==> src/rtl/serial_eeprom_pkg.sv <==
package serial_eeprom_pkg;
  localparam int CMD_W   = 8;
  localparam int RD_FLAG = 0;

  // reset-time image value for one location
  function automatic logic [31:0] img_word(int unsigned addr, int unsigned mul,
                                           int unsigned add);
    return 32'(addr * mul + add);
  endfunction
endpackage

==> src/rtl/seeprom_image.sv <==
module seeprom_image #(
  parameter int          AW      = 8,
  parameter int          DW      = 8,
  parameter int unsigned IMG_MUL = 5,
  parameter int unsigned IMG_ADD = 8'h3C
) (
  input  logic          clk_i,
  input  logic          rst_ni,
  input  logic [AW-1:0] addr_i,
  output logic [DW-1:0] data_o
);
  localparam int DEPTH = 1 << AW;

  logic [DW-1:0] mem_q [DEPTH];

  for (genvar g = 0; g < DEPTH; g++) begin : g_loc
    always_ff @(posedge clk_i or negedge rst_ni) begin
      if (!rst_ni) mem_q[g] <= DW'(serial_eeprom_pkg::img_word(g, IMG_MUL, IMG_ADD));
      else         mem_q[g] <= mem_q[g];
    end
  end

  assign data_o = mem_q[addr_i];
endmodule

==> src/rtl/seeprom_seq.sv <==
module seeprom_seq #(
  parameter int AW    = 8,
  parameter int DW    = 8,
  parameter int CMD_W = serial_eeprom_pkg::CMD_W,
  localparam int CMD_END  = CMD_W + 1,
  localparam int XFER_END = CMD_END + AW,
  localparam int TW       = $clog2(XFER_END + 1)
) (
  input  logic             clk_i,
  input  logic             rst_ni,
  input  logic             stb_i,
  input  logic             scl_i,
  input  logic             sda_i,
  input  logic [DW-1:0]    rd_data_i,
  output logic [AW-1:0]    rd_addr_o,
  output logic             line_o,
  output logic             scl_q_o,
  output logic [TW-1:0]    tick_o,
  output logic             ack_o,
  output logic [CMD_W-1:0] cmd_o
);
  logic             scl_q, line_q, ack_q, ack_n, line_n;
  logic [TW-1:0]    tick_q, tick_n, tick_inc;
  logic [CMD_W-1:0] cmd_q, cmd_n;
  logic [AW-1:0]    addr_q, addr_n, addr_shift;
  logic [DW-1:0]    data_q, data_n;
  logic             cond_w, rise_w, idle_w;

  assign cond_w     = scl_q & scl_i & (line_q != sda_i);
  assign rise_w     = ~scl_q & scl_i;
  assign idle_w     = (tick_q == '0) & ~ack_q;
  assign tick_inc   = tick_q + 1'b1;
  assign addr_shift = {addr_q[AW-2:0], sda_i};
  assign rd_addr_o  = addr_shift;

  always_comb begin
    tick_n = tick_q;
    ack_n  = ack_q;
    cmd_n  = cmd_q;
    addr_n = addr_q;
    data_n = data_q;
    line_n = sda_i;
    if (cond_w) begin
      if (!sda_i) begin  // start; a stop leaves everything alone
        tick_n = TW'(1);
        cmd_n  = '0;
      end
    end else if (!idle_w && rise_w) begin
      if (ack_q) begin
        line_n = 1'b0;
        ack_n  = 1'b0;
      end else if (sda_i == line_q) begin
        if (tick_q < TW'(CMD_END)) begin
          cmd_n  = {cmd_q[CMD_W-2:0], sda_i};
          tick_n = tick_inc;
          if (tick_inc == TW'(CMD_END)) ack_n = 1'b1;
        end else if (tick_q < TW'(XFER_END)) begin
          if (cmd_q[serial_eeprom_pkg::RD_FLAG]) line_n = sda_i & data_q[DW-1];
          addr_n = addr_shift;
          data_n = {data_q[DW-2:0], 1'b0};
          tick_n = tick_inc;
          if (tick_inc == TW'(XFER_END)) begin
            data_n = rd_data_i;
            ack_n  = 1'b1;
            tick_n = '0;
          end
        end
      end
    end
  end

  always_ff @(posedge clk_i or negedge rst_ni) begin
    if (!rst_ni) begin
      scl_q  <= 1'b1;
      line_q <= 1'b1;
      tick_q <= '0;
      ack_q  <= 1'b0;
      cmd_q  <= '0;
      addr_q <= '0;
      data_q <= '0;
    end else if (stb_i) begin
      scl_q  <= scl_i;
      line_q <= line_n;
      tick_q <= tick_n;
      ack_q  <= ack_n;
      cmd_q  <= cmd_n;
      addr_q <= addr_n;
      data_q <= data_n;
    end
  end

  assign line_o  = line_q;
  assign scl_q_o = scl_q;
  assign tick_o  = tick_q;
  assign ack_o   = ack_q;
  assign cmd_o   = cmd_q;
endmodule

==> src/rtl/serial_eeprom_slave.sv <==
module serial_eeprom_slave #(
  parameter int          AW      = 8,
  parameter int          DW      = 8,
  parameter int unsigned IMG_MUL = 5,
  parameter int unsigned IMG_ADD = 8'h3C
) (
  input  logic clk_i,
  input  logic rst_ni,
  input  logic wr_stb_i,
  input  logic scl_i,
  input  logic sda_i,
  output logic sda_o
);
  localparam int CMD_W = serial_eeprom_pkg::CMD_W;
  localparam int TW    = $clog2(CMD_W + AW + 2);

  logic [AW-1:0]    rd_addr_w;
  logic [DW-1:0]    rd_data_w;
  logic             line_w, scl_q_w, ack_w;
  logic [TW-1:0]    tick_w;
  logic [CMD_W-1:0] cmd_w;

  seeprom_seq #(.AW(AW), .DW(DW), .CMD_W(CMD_W)) u_seq (
    .clk_i    (clk_i),
    .rst_ni   (rst_ni),
    .stb_i    (wr_stb_i),
    .scl_i    (scl_i),
    .sda_i    (sda_i),
    .rd_data_i(rd_data_w),
    .rd_addr_o(rd_addr_w),
    .line_o   (line_w),
    .scl_q_o  (scl_q_w),
    .tick_o   (tick_w),
    .ack_o    (ack_w),
    .cmd_o    (cmd_w)
  );

  seeprom_image #(.AW(AW), .DW(DW), .IMG_MUL(IMG_MUL), .IMG_ADD(IMG_ADD)) u_img (
    .clk_i (clk_i),
    .rst_ni(rst_ni),
    .addr_i(rd_addr_w),
    .data_o(rd_data_w)
  );

  assign sda_o = line_w;
endmodule

==> config.mk <==
export PLATFORM = sky130hd
export DESIGN_NAME = serial_eeprom_slave
export DESIGN_NICKNAME = d
export VERILOG_FILES = /design/src/rtl/serial_eeprom_pkg.sv /design/src/rtl/seeprom_image.sv /design/src/rtl/seeprom_seq.sv /design/src/rtl/serial_eeprom_slave.sv
export SDC_FILE = /design/constraint.sdc
export NUM_CORES = 1
export LEC_CHECK = 0
export ABC_CLOCK_PERIOD_IN_PS = 4000
export CAP_MARGIN = 5
export CORE_MARGIN = 2
export CORE_UTILIZATION = 55
export DETAILED_ROUTE_END_ITERATION = 12
export PLACE_DENSITY_LB_ADDON = 0.25
export SLEW_MARGIN = 20
export SYNTH_ARGS = -nofsm -noshare
export SYNTH_HDL_FRONTEND = slang
export SYNTH_SLANG_ARGS = --single-unit
==> constraint.sdc <==
create_clock -name clk_i -period 4 [get_ports clk_i]
set_input_delay 0.8 -clock clk_i [delete_from_list [all_inputs] [get_ports clk_i]]
set_output_delay 0.8 -clock clk_i [all_outputs]
set_load 0.03 [all_outputs]
==> reports/results.tsv <==
metric	value	unit
Final Critical Period	2.76	ns
f_max	0.362	GHz
core area	3000	µm²
Vias per Instance	6.24	
Final Cell Area	1800	µm²
Ant. Diodes	0	
post-detailed-routing wire length	3640	µm
Data arrival, critical path	3.00	ns
Syn. warnings	0	
initial antenna violation count	0	
worst hold path class	input pin to async pin	
most common flop cell mapped by yosys	dfrtp_1	
Worst Path Required	4.24	ns
Finished Layout Cells	235	
Net Sw Power	0.500	mW
Post-synth top cells	nand2_1, dfrtp_1, o21ai_0	
drt wl/cell	15.5	µm
Post-synth EDFFs	0	
hold_buf cts	0	
Pre-Repair DR Iteration Count	4	
post_cts resized	0	
CP Class	input pin to flip-flop	
number of port buffers	5	
worst slew pin tran	0.650	ns
top cells by area, synth	dfrtp_1, o21ai_0, nand2_1, ha_1, a21oi_1	
Fin Hold WS	0.429	ns
clock share of power	12.3	%
sequential area share after synthesis	35.1	%
die width	59.9	µm
Net Sw Frac	45.2	%
CTS tree	built	
Num CTS Buffers	3	
Final Hold Vio Count	0	
Mapped Nets	215	
area delta synth->final	4.80	%
Flop pwr share	44.3	%
Cells after DPL	231	
Die Span Y	59.9	µm
clock root cell	clkbuf_4	
RSZ-0062 raised after global routing	false	
largest net degree at the start of global routing	25	
num rows	20	
Reg clk slew, reported paths	0.14	ns
Worst Setup End Kind	flip-flop	
relative slew slack	56.7	%
1st-iter DRT viols	56	
Starting Density	57.3	%
Crit Path Max Fanout	18	
clk_skew	0.00284	ns
Routed Antenna Nets	0	
RD Place Congestion	0.893	
Placed Area	1770	µm²
Cell variety after synth	57	
total global routing overflow	0	
synthesized cell area	1720	µm²
first-pass GRT wire length	6380	µm
Clock Path Buffers	2	
# Post-CTS Setup Buffers	0	
Sink Count	24	
Final nets	214	
fin crit share	69.1	%
Skew-Pair Late Insertion Delay	0.33	ns
crit path launch type	input pin	
num ports	6	
final setup violation count	0	
r2r setup slk	1.56	ns
Max rail drop VDD	0.339	mV
Overall Global Routing Usage	23.8	%
setup tns final	0	ns
async set-reset flop share out of synthesis	100	%
Syn Area/Cell	8.43	µm²
Yosys top cell area share	32.0	%
ratio of cells with drive above 1 in the final layout	8.42	%
Leakage	0.756	nW
Post-Synthesis Cells	204	
flops & latches, synth	24	
internal power	0.607	mW
H-tree depth	1	
Comb pwr share	43.4	%
status	completed	
Final HPWL DP	2590	µm
vias in the first global route	1313	
leading area contributor after synthesis	dfrtp_1	
PwrDens	614	nW/µm²
vias post-DR	1466	
DRC violations left	0	
most common cell in the synthesized netlist	nand2_1	
full die area	3590	µm²
max-cap violations	0	
Final Slew Violations	0	
-- critical path, cell delays in order --
cell and delay [ns]:
clkdlybuf4s50_1 0.59, xor2_2 0.29, a2111oi_2 0.40, nand2_1 0.38, and2_1 0.29, a221o_1 0.25
-- cell usage in the layout (no fill, tap or decap), types with 3 or more instances in the layout --
cell	instances
nand2_1	28
o21ai_0	22
dfrtp_1	22
a21oi_1	12
inv_1	9
nor2_1	8
nand3_1	7
nor2b_1	7
ha_1	6
nand2b_1	5
and2_1	5
o211ai_1	5
clkdlybuf4s50_1	4
mux2_2	3
mux2i_1	3
clkbuf_4	3
-- cell families (layout without fill, tap and decap cells) --
group	Yosys count	count (layout)	synth area share, %
adder cells (fa/ha/maj)	6	6	4.37
AO/OA/AOI/OAI	67	67	26.6
flip-flops	24	24	35.1
XOR/XNOR	3	3	1.97
AND/OR/NAND/NOR	77	77	23.6
multiplexers	6	6	3.71
buffers and inverters	21	19	4.73
-- metrics by stage --
stage,power (mW),setup slack [ns],utilization (%)
global placement,0.945,0.943,59.0
floorplan,0.851,1.90,-
CTS,1.11,1.25,60.2
global route,1.21,1.09,60.0
finish,1.11,1.24,60.0
detailed placement,0.967,0.872,59.0
-- final timing paths --
check                                  endpoint  depth (start not counted)       startpoint
worst max-delay path            u_seq.data_q[7]                          6            sda_i
worst min-delay path            u_seq.tick_o[4]                          1           rst_ni
worst max register to register  u_seq.data_q[7]                          7  u_seq.tick_o[0]
worst min register to register  u_seq.data_q[2]                          2  u_seq.data_q[2]
max in group asynchronous          u_seq.line_o                          1           rst_ni
min in group clk_i              u_seq.data_q[2]                          2  u_seq.data_q[2]
-- state kept, by name (all words and copies together), names as in the netlist --
signal	count
u_seq.ack_o	1
u_seq.addr_q	7
u_seq.line_o	1
u_seq.cmd_o	1
u_seq.data_q	8
u_seq.scl_q_o	1
u_seq.tick_o	5
-- area by class of cell --
class | count | area [µm²]
clock buffers | 4 | 36.3
fillers | 291 | 1200
inverters | 9 | 33.8
multi-input cells | 159 | 1030
flip-flops and latches | 24 | 603
well taps | 33 | 41.3
repair buffers | 6 | 52.6
-- routing by layer --
metal | share of wire (%) | global-route usage, % | up-vias
met5 | 0 | 0 | -
met4 | 1.6 | 8.57 | 0
met3 | 4.3 | 2.81 | 5
met2 | 43 | 31.8 | 34
met1 | 51 | 38.6 | 690
li1 | - | - | 737
-- power by group through the flow --
stage                     Sequential [mW]  Combinational [mW]  Clock (mW)
after floorplan                     0.380               0.471           0
after global placement              0.480               0.465           0
after detailed placement            0.491               0.476           0
after CTS                           0.487               0.479       0.141
after global routing                0.514               0.546       0.149
final                               0.490               0.481       0.136
Note: power is estimated with default switching activity, not from simulation.
